==> config.mk <==
export PLATFORM = sky130hd
export DESIGN_NAME = hazard_monitor
export DESIGN_NICKNAME = d
export VERILOG_FILES = /design/src/rtl/hazmon_pkg.sv /design/src/rtl/hm_edge.sv /design/src/rtl/hm_window.sv /design/src/rtl/hm_flags.sv /design/src/rtl/hazard_monitor.sv
export SDC_FILE = /design/constraint.sdc
export NUM_CORES = 1
export LEC_CHECK = 0
export BUFFER_PORTS_ARGS = -buffer_cell sky130_fd_sc_hd__buf_4
export CORE_MARGIN = 5
export CORE_UTILIZATION = 60
export DETAILED_ROUTE_END_ITERATION = 10
export HOLD_SLACK_MARGIN = 0.1
export PLACE_DENSITY = 0.81
export SLEW_MARGIN = 40
export SYNTH_ARGS = -nofsm -noshare
export SYNTH_HDL_FRONTEND = slang
export SYNTH_SLANG_ARGS = --single-unit
==> constraint.sdc <==
create_clock -name clk_i -period 4.3 [get_ports clk_i]
set_input_delay 1.29 -clock clk_i [delete_from_list [all_inputs] [get_ports clk_i]]
set_output_delay 1.29 -clock clk_i [all_outputs]
set_load 0.02 [all_outputs]
==> src/rtl/hazmon_pkg.sv <==
package hazmon_pkg;
  typedef struct packed {
    logic mode_viol;
    logic static_haz;
    logic dynamic_haz;
    logic osc;
  } haz_flags_t;
endpackage

==> src/rtl/hm_edge.sv <==
module hm_edge #(
  parameter int IN_W = 4
) (
  input  logic            clk_i,
  input  logic            rst_ni,
  input  logic [IN_W-1:0] in_i,
  input  logic            out_i,
  output logic [IN_W-1:0] in_prev_o,
  output logic            out_prev_o,
  output logic            in_chg_o,
  output logic            multi_chg_o,
  output logic            out_chg_o
);
  localparam int PC_W = $clog2(IN_W + 1);

  logic [IN_W-1:0] diff;
  logic [PC_W-1:0] n_diff;

  always_ff @(posedge clk_i or negedge rst_ni) begin
    if (!rst_ni) begin
      in_prev_o  <= '0;
      out_prev_o <= 1'b0;
    end else begin
      in_prev_o  <= in_i;
      out_prev_o <= out_i;
    end
  end

  assign diff = in_i ^ in_prev_o;

  always_comb begin
    n_diff = '0;
    for (int i = 0; i < IN_W; i++) n_diff = n_diff + PC_W'(diff[i]);
  end

  assign in_chg_o    = |diff;
  assign multi_chg_o = n_diff > PC_W'(1);
  assign out_chg_o   = out_i ^ out_prev_o;
endmodule

==> src/rtl/hm_window.sv <==
module hm_window #(
  parameter int CNT_W    = 4,
  parameter int SETTLE_W = 8
) (
  input  logic                clk_i,
  input  logic                rst_ni,
  input  logic                in_chg_i,
  input  logic                out_chg_i,
  input  logic [SETTLE_W-1:0] settle_cycles_i,
  input  logic [CNT_W-1:0]    osc_limit_i,
  output logic                active_o,
  output logic                early_in_o,
  output logic                close_o,
  output logic [CNT_W-1:0]    close_cnt_o,
  output logic                osc_hit_o
);
  localparam logic [CNT_W-1:0] CNT_MAX = {CNT_W{1'b1}};

  logic [CNT_W-1:0]    cnt_q, cnt_d;
  logic [SETTLE_W-1:0] quiet_q, quiet_d;
  logic [SETTLE_W:0]   quiet_p1, settle_eff;
  logic                active_d, settled;

  // zero settle count behaves as one
  assign settle_eff = (settle_cycles_i == '0) ? (SETTLE_W+1)'(1)
                                              : {1'b0, settle_cycles_i};
  assign quiet_p1   = {1'b0, quiet_q} + (SETTLE_W+1)'(1);
  assign settled    = active_o && !in_chg_i && !out_chg_i && (quiet_p1 >= settle_eff);

  always_comb begin
    cnt_d    = cnt_q;
    quiet_d  = quiet_q;
    active_d = active_o;
    if (in_chg_i) begin
      cnt_d    = CNT_W'(out_chg_i);
      quiet_d  = '0;
      active_d = 1'b1;
    end else if (out_chg_i) begin
      cnt_d    = !active_o ? CNT_W'(1) : (cnt_q == CNT_MAX) ? CNT_MAX : cnt_q + CNT_W'(1);
      quiet_d  = '0;
      active_d = 1'b1;
    end else if (settled) begin
      active_d = 1'b0;
    end else if (active_o && quiet_q != {SETTLE_W{1'b1}}) begin
      quiet_d = quiet_q + SETTLE_W'(1);
    end
  end

  always_ff @(posedge clk_i or negedge rst_ni) begin
    if (!rst_ni) begin
      cnt_q    <= '0;
      quiet_q  <= '0;
      active_o <= 1'b0;
    end else begin
      cnt_q    <= cnt_d;
      quiet_q  <= quiet_d;
      active_o <= active_d;
    end
  end

  assign early_in_o  = active_o && in_chg_i;
  assign close_o     = settled || early_in_o;
  assign close_cnt_o = cnt_q;
  assign osc_hit_o   = (in_chg_i || out_chg_i) && (cnt_d > osc_limit_i);
endmodule

==> src/rtl/hm_flags.sv <==
module hm_flags
  import hazmon_pkg::*;
#(
  parameter int CNT_W = 4
) (
  input  logic             clk_i,
  input  logic             rst_ni,
  input  logic             clr_i,
  input  logic             multi_chg_i,
  input  logic             early_in_i,
  input  logic             close_i,
  input  logic [CNT_W-1:0] close_cnt_i,
  input  logic             osc_hit_i,
  output haz_flags_t       flags_o
);
  haz_flags_t set_d;

  always_comb begin
    set_d.mode_viol   = multi_chg_i || early_in_i;
    set_d.static_haz  = close_i && (close_cnt_i >= CNT_W'(2)) && !close_cnt_i[0];
    set_d.dynamic_haz = close_i && (close_cnt_i >= CNT_W'(3)) && close_cnt_i[0];
    set_d.osc         = osc_hit_i;
  end

  always_ff @(posedge clk_i or negedge rst_ni) begin
    if (!rst_ni)    flags_o <= '0;
    else if (clr_i) flags_o <= '0;
    else            flags_o <= flags_o | set_d;
  end
endmodule

==> src/rtl/hazard_monitor.sv <==
module hazard_monitor
  import hazmon_pkg::*;
#(
  parameter int IN_W     = 4,
  parameter int CNT_W    = 4,
  parameter int SETTLE_W = 8
) (
  input  logic                clk_i,
  input  logic                rst_ni,
  input  logic [IN_W-1:0]     in_i,
  input  logic                out_i,
  input  logic [SETTLE_W-1:0] settle_cycles_i,
  input  logic [CNT_W-1:0]    osc_limit_i,
  input  logic                clr_i,
  output logic                busy_o,
  output logic                mode_viol_o,
  output logic                static_haz_o,
  output logic                dynamic_haz_o,
  output logic                osc_o
);
  logic [IN_W-1:0]  in_prev;
  logic             out_prev, in_chg, multi_chg, out_chg;
  logic             early_in, close_win, osc_hit;
  logic [CNT_W-1:0] close_cnt;
  haz_flags_t       flags;

  hm_edge #(.IN_W(IN_W)) u_edge (
    .clk_i       (clk_i),
    .rst_ni      (rst_ni),
    .in_i        (in_i),
    .out_i       (out_i),
    .in_prev_o   (in_prev),
    .out_prev_o  (out_prev),
    .in_chg_o    (in_chg),
    .multi_chg_o (multi_chg),
    .out_chg_o   (out_chg)
  );

  hm_window #(.CNT_W(CNT_W), .SETTLE_W(SETTLE_W)) u_window (
    .clk_i           (clk_i),
    .rst_ni          (rst_ni),
    .in_chg_i        (in_chg),
    .out_chg_i       (out_chg),
    .settle_cycles_i (settle_cycles_i),
    .osc_limit_i     (osc_limit_i),
    .active_o        (busy_o),
    .early_in_o      (early_in),
    .close_o         (close_win),
    .close_cnt_o     (close_cnt),
    .osc_hit_o       (osc_hit)
  );

  hm_flags #(.CNT_W(CNT_W)) u_flags (
    .clk_i       (clk_i),
    .rst_ni      (rst_ni),
    .clr_i       (clr_i),
    .multi_chg_i (multi_chg),
    .early_in_i  (early_in),
    .close_i     (close_win),
    .close_cnt_i (close_cnt),
    .osc_hit_i   (osc_hit),
    .flags_o     (flags)
  );

  assign mode_viol_o   = flags.mode_viol;
  assign static_haz_o  = flags.static_haz;
  assign dynamic_haz_o = flags.dynamic_haz;
  assign osc_o         = flags.osc;
endmodule

## Yosys cells after proc, flatten, opt, wreduce, memory -nomap -nowiden

Cells that the tools add are included.

| word-level totals | value |
|---|---|
| bits in registers | 22 |
| output and inout port bits | 5 |
| word-level logic and storage cells | 60 |

| operators by class | value |
|---|---|
| add/sub/neg operators | 6 |
| $lt $le $gt $ge | 5 |
| eq/ne operators | 3 |
| mux-type cells | 13 |
| bitwise gates (word level) | 3 |
| reductions and logical operators | 21 |

Operators by type and width:

| kind | count |
|---|---|
| 2-to-1 mux 8 bit | 5 |
| 2-to-1 mux 4 bit | 5 |
| logical AND 1 bit | 10 |
| adder 8 x 1 -> 9 bit (second input constant) | 1 |
| >= comparator 9 bit | 1 |
| adder 8 x 1 -> 8 bit (second input constant) | 1 |
| >= comparator 4 x 2 -> 1 bit (second input constant) | 2 |
| zero test 8 bit | 1 |
| inequality test 8 bit (second input constant) | 1 |
| adder 3 x 1 -> 3 bit | 2 |
| nonzero test 3 bit | 2 |
| adder 4 x 1 -> 4 bit (second input constant) | 1 |
| equality test 4 bit (second input constant) | 1 |
| greater-than comparator 4 bit | 1 |
| bitwise OR 4 bit | 1 |
| OR reduction 4 bit | 1 |
| XOR 4 bit | 1 |
| greater-than comparator 3 x 1 -> 1 bit (second input constant) | 1 |
| zero test 1 bit | 3 |
| logical OR 1 bit | 3 |
| 2-to-1 mux 1 bit | 3 |
| inequality test 3 x 1 -> 1 bit (second input constant) | 1 |
| adder 1 x 1 -> 2 bit | 1 |
| AND reduction 2 bit | 1 |
| XOR 1 bit | 1 |

## Depth between registers and ports, before layout

| logic depth | value |
|---|---|
| depth after elaboration | 11 |
| gate-level depth with buffers | 11 |

## Hierarchy

From an unflattened synthesis, not the netlist that was laid out.

| unflattened totals | value |
|---|---|
| cell total of the unflattened synthesis | 160 |
| area total of the unflattened synthesis | 1,519.0 um2 |

By module, submodules not included:

| module | times used | cells an instance | area each (um2) |
|---|---|---|---|
| hm_window | 1 | 127 | 1,128.6 |
| hm_edge | 1 | 18 | 232.7 |
| hm_flags | 1 | 15 | 157.7 |

## Worst setup path after synthesis

OpenSTA, ideal clock, no wires.

| timing path | value |
|---|---|
| kind | input -> register |
| from | input port settle_cycles_i[5] |
| to | register u_window.quiet_q[2] |
| arrival | 3,049 ps |
| data required time | 4,219 ps |
| setup slack | 1,170 ps |
| stages on the path | 8 |
| cells stage by stage | nor4_1 > a41o_1 > ha_1 > nand2b_1 > a31oi_2 > o21ai_1 > or4_1 > a21oi_1 |

| between the ends | value |
|---|---|
| longest elaborated chain between the ends | 6 |

RTL lines:

| item | RTL line | source |
|---|---|---|
| from (decl) | hazard_monitor.sv:12 | `input logic [SETTLE_W-1:0] settle_cycles_i,` |
| zero test 8 bit | hm_window.sv:25 | `assign settle_eff = (settle_cycles_i == '0) ? (SETTLE_W+1)'(1)` |
| 2-to-1 mux 8 bit (*) | hm_window.sv:25 |  |
| >= comparator 9 bit (*) | hm_window.sv:28 | `assign settled = active_o && !in_chg_i && !out_chg_i && (quiet_p1 >= settle_eff);` |
| logical AND 1 bit (*) | hm_window.sv:28 |  |
| inequality test 3 x 1 -> 1 bit (no line) (*) | n/a |  |
| AND reduction 2 bit (no line) (*) | n/a |  |
| to (signal assigned) | hm_window.sv:56 | `quiet_q <= quiet_d;` |
| to (decl) | hm_window.sv:20 | `logic [SETTLE_W-1:0] quiet_q, quiet_d;` |

Mark *: on every way between the ends. The rest lies on a longest branch, timed or not.
A chain may end at the register's enable or synchronous reset.

## Final worst setup path

| timing path | value |
|---|---|
| from | input port settle_cycles_i[5] |
| to | register u_window.quiet_q[6] |

Same word-level chain as after synthesis.

==> run metrics <==
Fmax=between 0.3 and 0.4 GHz; Clock Skew=~0.0040 ns; die width=between 60 and 70 µm; slack of the critical path=approximately 1.2 ns; Ports=25; Routed wire per std cell=approximately 14 µm; Max Buffers Root-to-Sink=2; Setup Fix Bufs, Post-CTS=0; Slew @ Worst Pin=around 0.52 ns; setup TNS=0 ns; port buffer count=24; Post-synth ARST share=100%; antenna-violating nets left=0; WHS=around 0.58 ns; worst min-delay path category=reg2reg; Final Hold Viols=0; setup violators final=0; placed instance area=1720 µm²; Inserted Clock Buffers=3; Clock Latency Late Sink=0.31 ns; #FFs+latches synth=22; GR Overflow Total=0; Area Overhead vs Synth=15.7%; CTS H-tree lvls=1; layout cell share with drive strength beyond 1=between 10% and 20%; power density cells=about 230 nW/µm²; Synth area leader=dfrtp_1; Synth area leaders=dfrtp_1 (36%), ha_1 (15%), xor2_1 (4.6%); Post-synth EDFFs=0; relative slew slack=roughly 65%; antenna violations before repair=0; Peak VDD IR=0.207 mV; max cap viols=0; TritonCTS clock tree=built; GRT Util Overall=about a fifth; placed wire-length estimate=~2.5 mm; largest net degree at the start of global routing=23; Worst EP required=4.53 ns; Syn Inst Count=163; min Tclk post-route=between 3 and 4 ns; fillers=193; leakage power=slightly above 0.9 nW; RD Place Congestion=around 0.79; chip height=approximately 60 µm; CP Class=in2reg; clock tree sinks=22; # diodes=0; Overall Power=between 0.3 and 0.4 mW; root buf cell=clkbuf_4; drt initial violations=23; Synth Cell Area=1520 µm²; Avg Cell Area, Syn=a little over 9 µm²; # resized after CTS=0; hold-fix buffers at CTS=0; Arr. time, crit path=3.37 ns; starting density of the core=about three fifths; DRT Wirelength=3.00 mm; Max FO, Critical Path=8; Synth Warn #=0; Synth Flop Type=dfrtp_1; status=finished, final reports clean; first-pass iteration count of the detailed router=4; post-synthesis sequential area ratio=36.2%; top cell type's share of synthesized area=between 30% and 40%; RSZ-0062 raised after global routing=false; fin crit share=between 70% and 80%; Place WS=0.841 ns; clock slew at reported path FFs=approximately 0.12 ns; critical path launch point type=primary input; via count=approximately 1.3k; post-synthesis cell type count=37; number of vias per cell=between 5 and 6; Final nets=between 200 and 250; Design Area, Final=1760 µm²; CP Capture Type=register; syn nets=roughly 200; first-pass GRT wire length=just over 5 mm; FP Rows=18; die area=3640 µm²; Slew Limit Fails=0; vias in the first global route=about 1.3k; core area=2450 µm²; Remaining DRCs=0
## cells in the mapped netlist (2+ instances only)
master     n
nor2b_1    2
nand3_1   10
o21a_1     3
nand4_1    3
nor2_1     7
a211oi_1   3
or3_1      2
a21o_1     4
a21oi_1   10
or4_1      2
inv_1     17
nand2b_1   4
ha_1      18
and3_1     4
xnor2_1    4
nand2_1    7
xor2_1     8
dfrtp_1   22
o32ai_1    2
mux2i_1    2
o211ai_1   2
o31ai_1    2
o21ai_0    9
nor4_1     3
## cell usage in the layout, fill, tap and decap left out, drive strengths merged, types with 2 or more instances in the layout
| cell type | Yosys | final |
|---|---|---|
| inv | 17 | 17 |
| buf | 1 | 24 |
| nand3 | 10 | 10 |
| o21a | 3 | 3 |
| or3 | 3 | 3 |
| xnor2 | 4 | 4 |
| nor2b | 2 | 2 |
| nand4 | 3 | 3 |
| nor2 | 7 | 7 |
| or4 | 2 | 2 |
| and3 | 5 | 5 |
| a211oi | 3 | 3 |
| a31oi | 2 | 2 |
| nand2 | 7 | 7 |
| a21oi | 10 | 10 |
| o21ai | 11 | 11 |
| o211ai | 2 | 2 |
| nor4 | 3 | 3 |
| ha | 18 | 18 |
| xor2 | 8 | 8 |
| mux2i | 2 | 2 |
| o31ai | 2 | 2 |
| a21o | 4 | 4 |
| nand2b | 4 | 4 |
| dfrtp | 22 | 22 |
| clkbuf | 1 | 4 |
| o32ai | 2 | 2 |
## final cells by class
type                    instances  area, µm²  share of cell area (%)
repair buffers                 24        180                    10.2
well taps                      30       37.5                    2.13
clock buffers                   4       36.3                    2.06
multi-input cells             122        892                    50.7
inverters                      17       63.8                    3.62
flip-flops and latches         22        551                    31.3
## layer usage
layer  global-route usage, %  up-vias  part of all wire, %
met5                       0        -                    0
met4                    6.65        0                  1.2
met1                    20.2      603                   41
met3                    2.77        4                  3.5
met2                    36.1       28                   55
li1                        -      645                    -
## state kept, by name (all words and copies together), names as in the netlist
register and count:
u_edge.out_prev_o 1, u_flags.flags_o 4, u_window.active_o 1, u_edge.in_prev_o 4
u_window.quiet_q 8, u_window.close_cnt_o 4
## kinds of logic after synthesis
group / synth area share, %
compound gates: 18.7
xor+xnor: 6.91
fa+ha+maj: 14.8
buf+inv: 5.18
flops: 36.2
mux: 1.32
simple gates: 16.9
## stage by stage
| stage | utilization [%] | cells |
|---|---|---|
| after floorplan | - | 163 |
| after global placement | 70.2 | 215 |
| after detailed placement | 70.2 | 215 |
| after CTS | 71.7 | 219 |
| after global routing | 71.7 | 219 |
| final | 71.7 | 219 |
## power by group
| part | switching, mW | internal [mW] | total (mW) |
|---|---|---|---|
| Combinational | 0.0364 | 0.0320 | 0.0684 |
| Sequential | 0.00502 | 0.212 | 0.217 |
| Clock | 0.0600 | 0.0517 | 0.112 |
| Total | 0.101 | 0.296 | 0.397 |
## worst paths after layout
kind                                      from  slack [ns]  cells past startpoint                       to
max                         settle_cycles_i[5]        1.17                      9      u_window.quiet_q[6]
min                         u_flags.flags_o[3]        0.58                      2       u_flags.flags_o[3]
max reg2reg                u_window.quiet_q[0]        1.27                     10      u_window.quiet_q[6]
min reg2reg                 u_flags.flags_o[3]        0.58                      2       u_flags.flags_o[3]
max in group asynchronous               rst_ni        3.23                      1  u_window.close_cnt_o[1]
min in group asynchronous               rst_ni        0.84                      1  u_window.close_cnt_o[3]
## critical path, stage by stage
cell,delay [ns]
buf_4,0.11
nor4_1,0.27
a41o_1,0.21
ha_1,0.22
nand2b_1,0.15
a31oi_2,0.28
o21ai_1,0.23
or4_1,0.45
a21oi_1,0.15
Power figures use the tool's default switching activity.
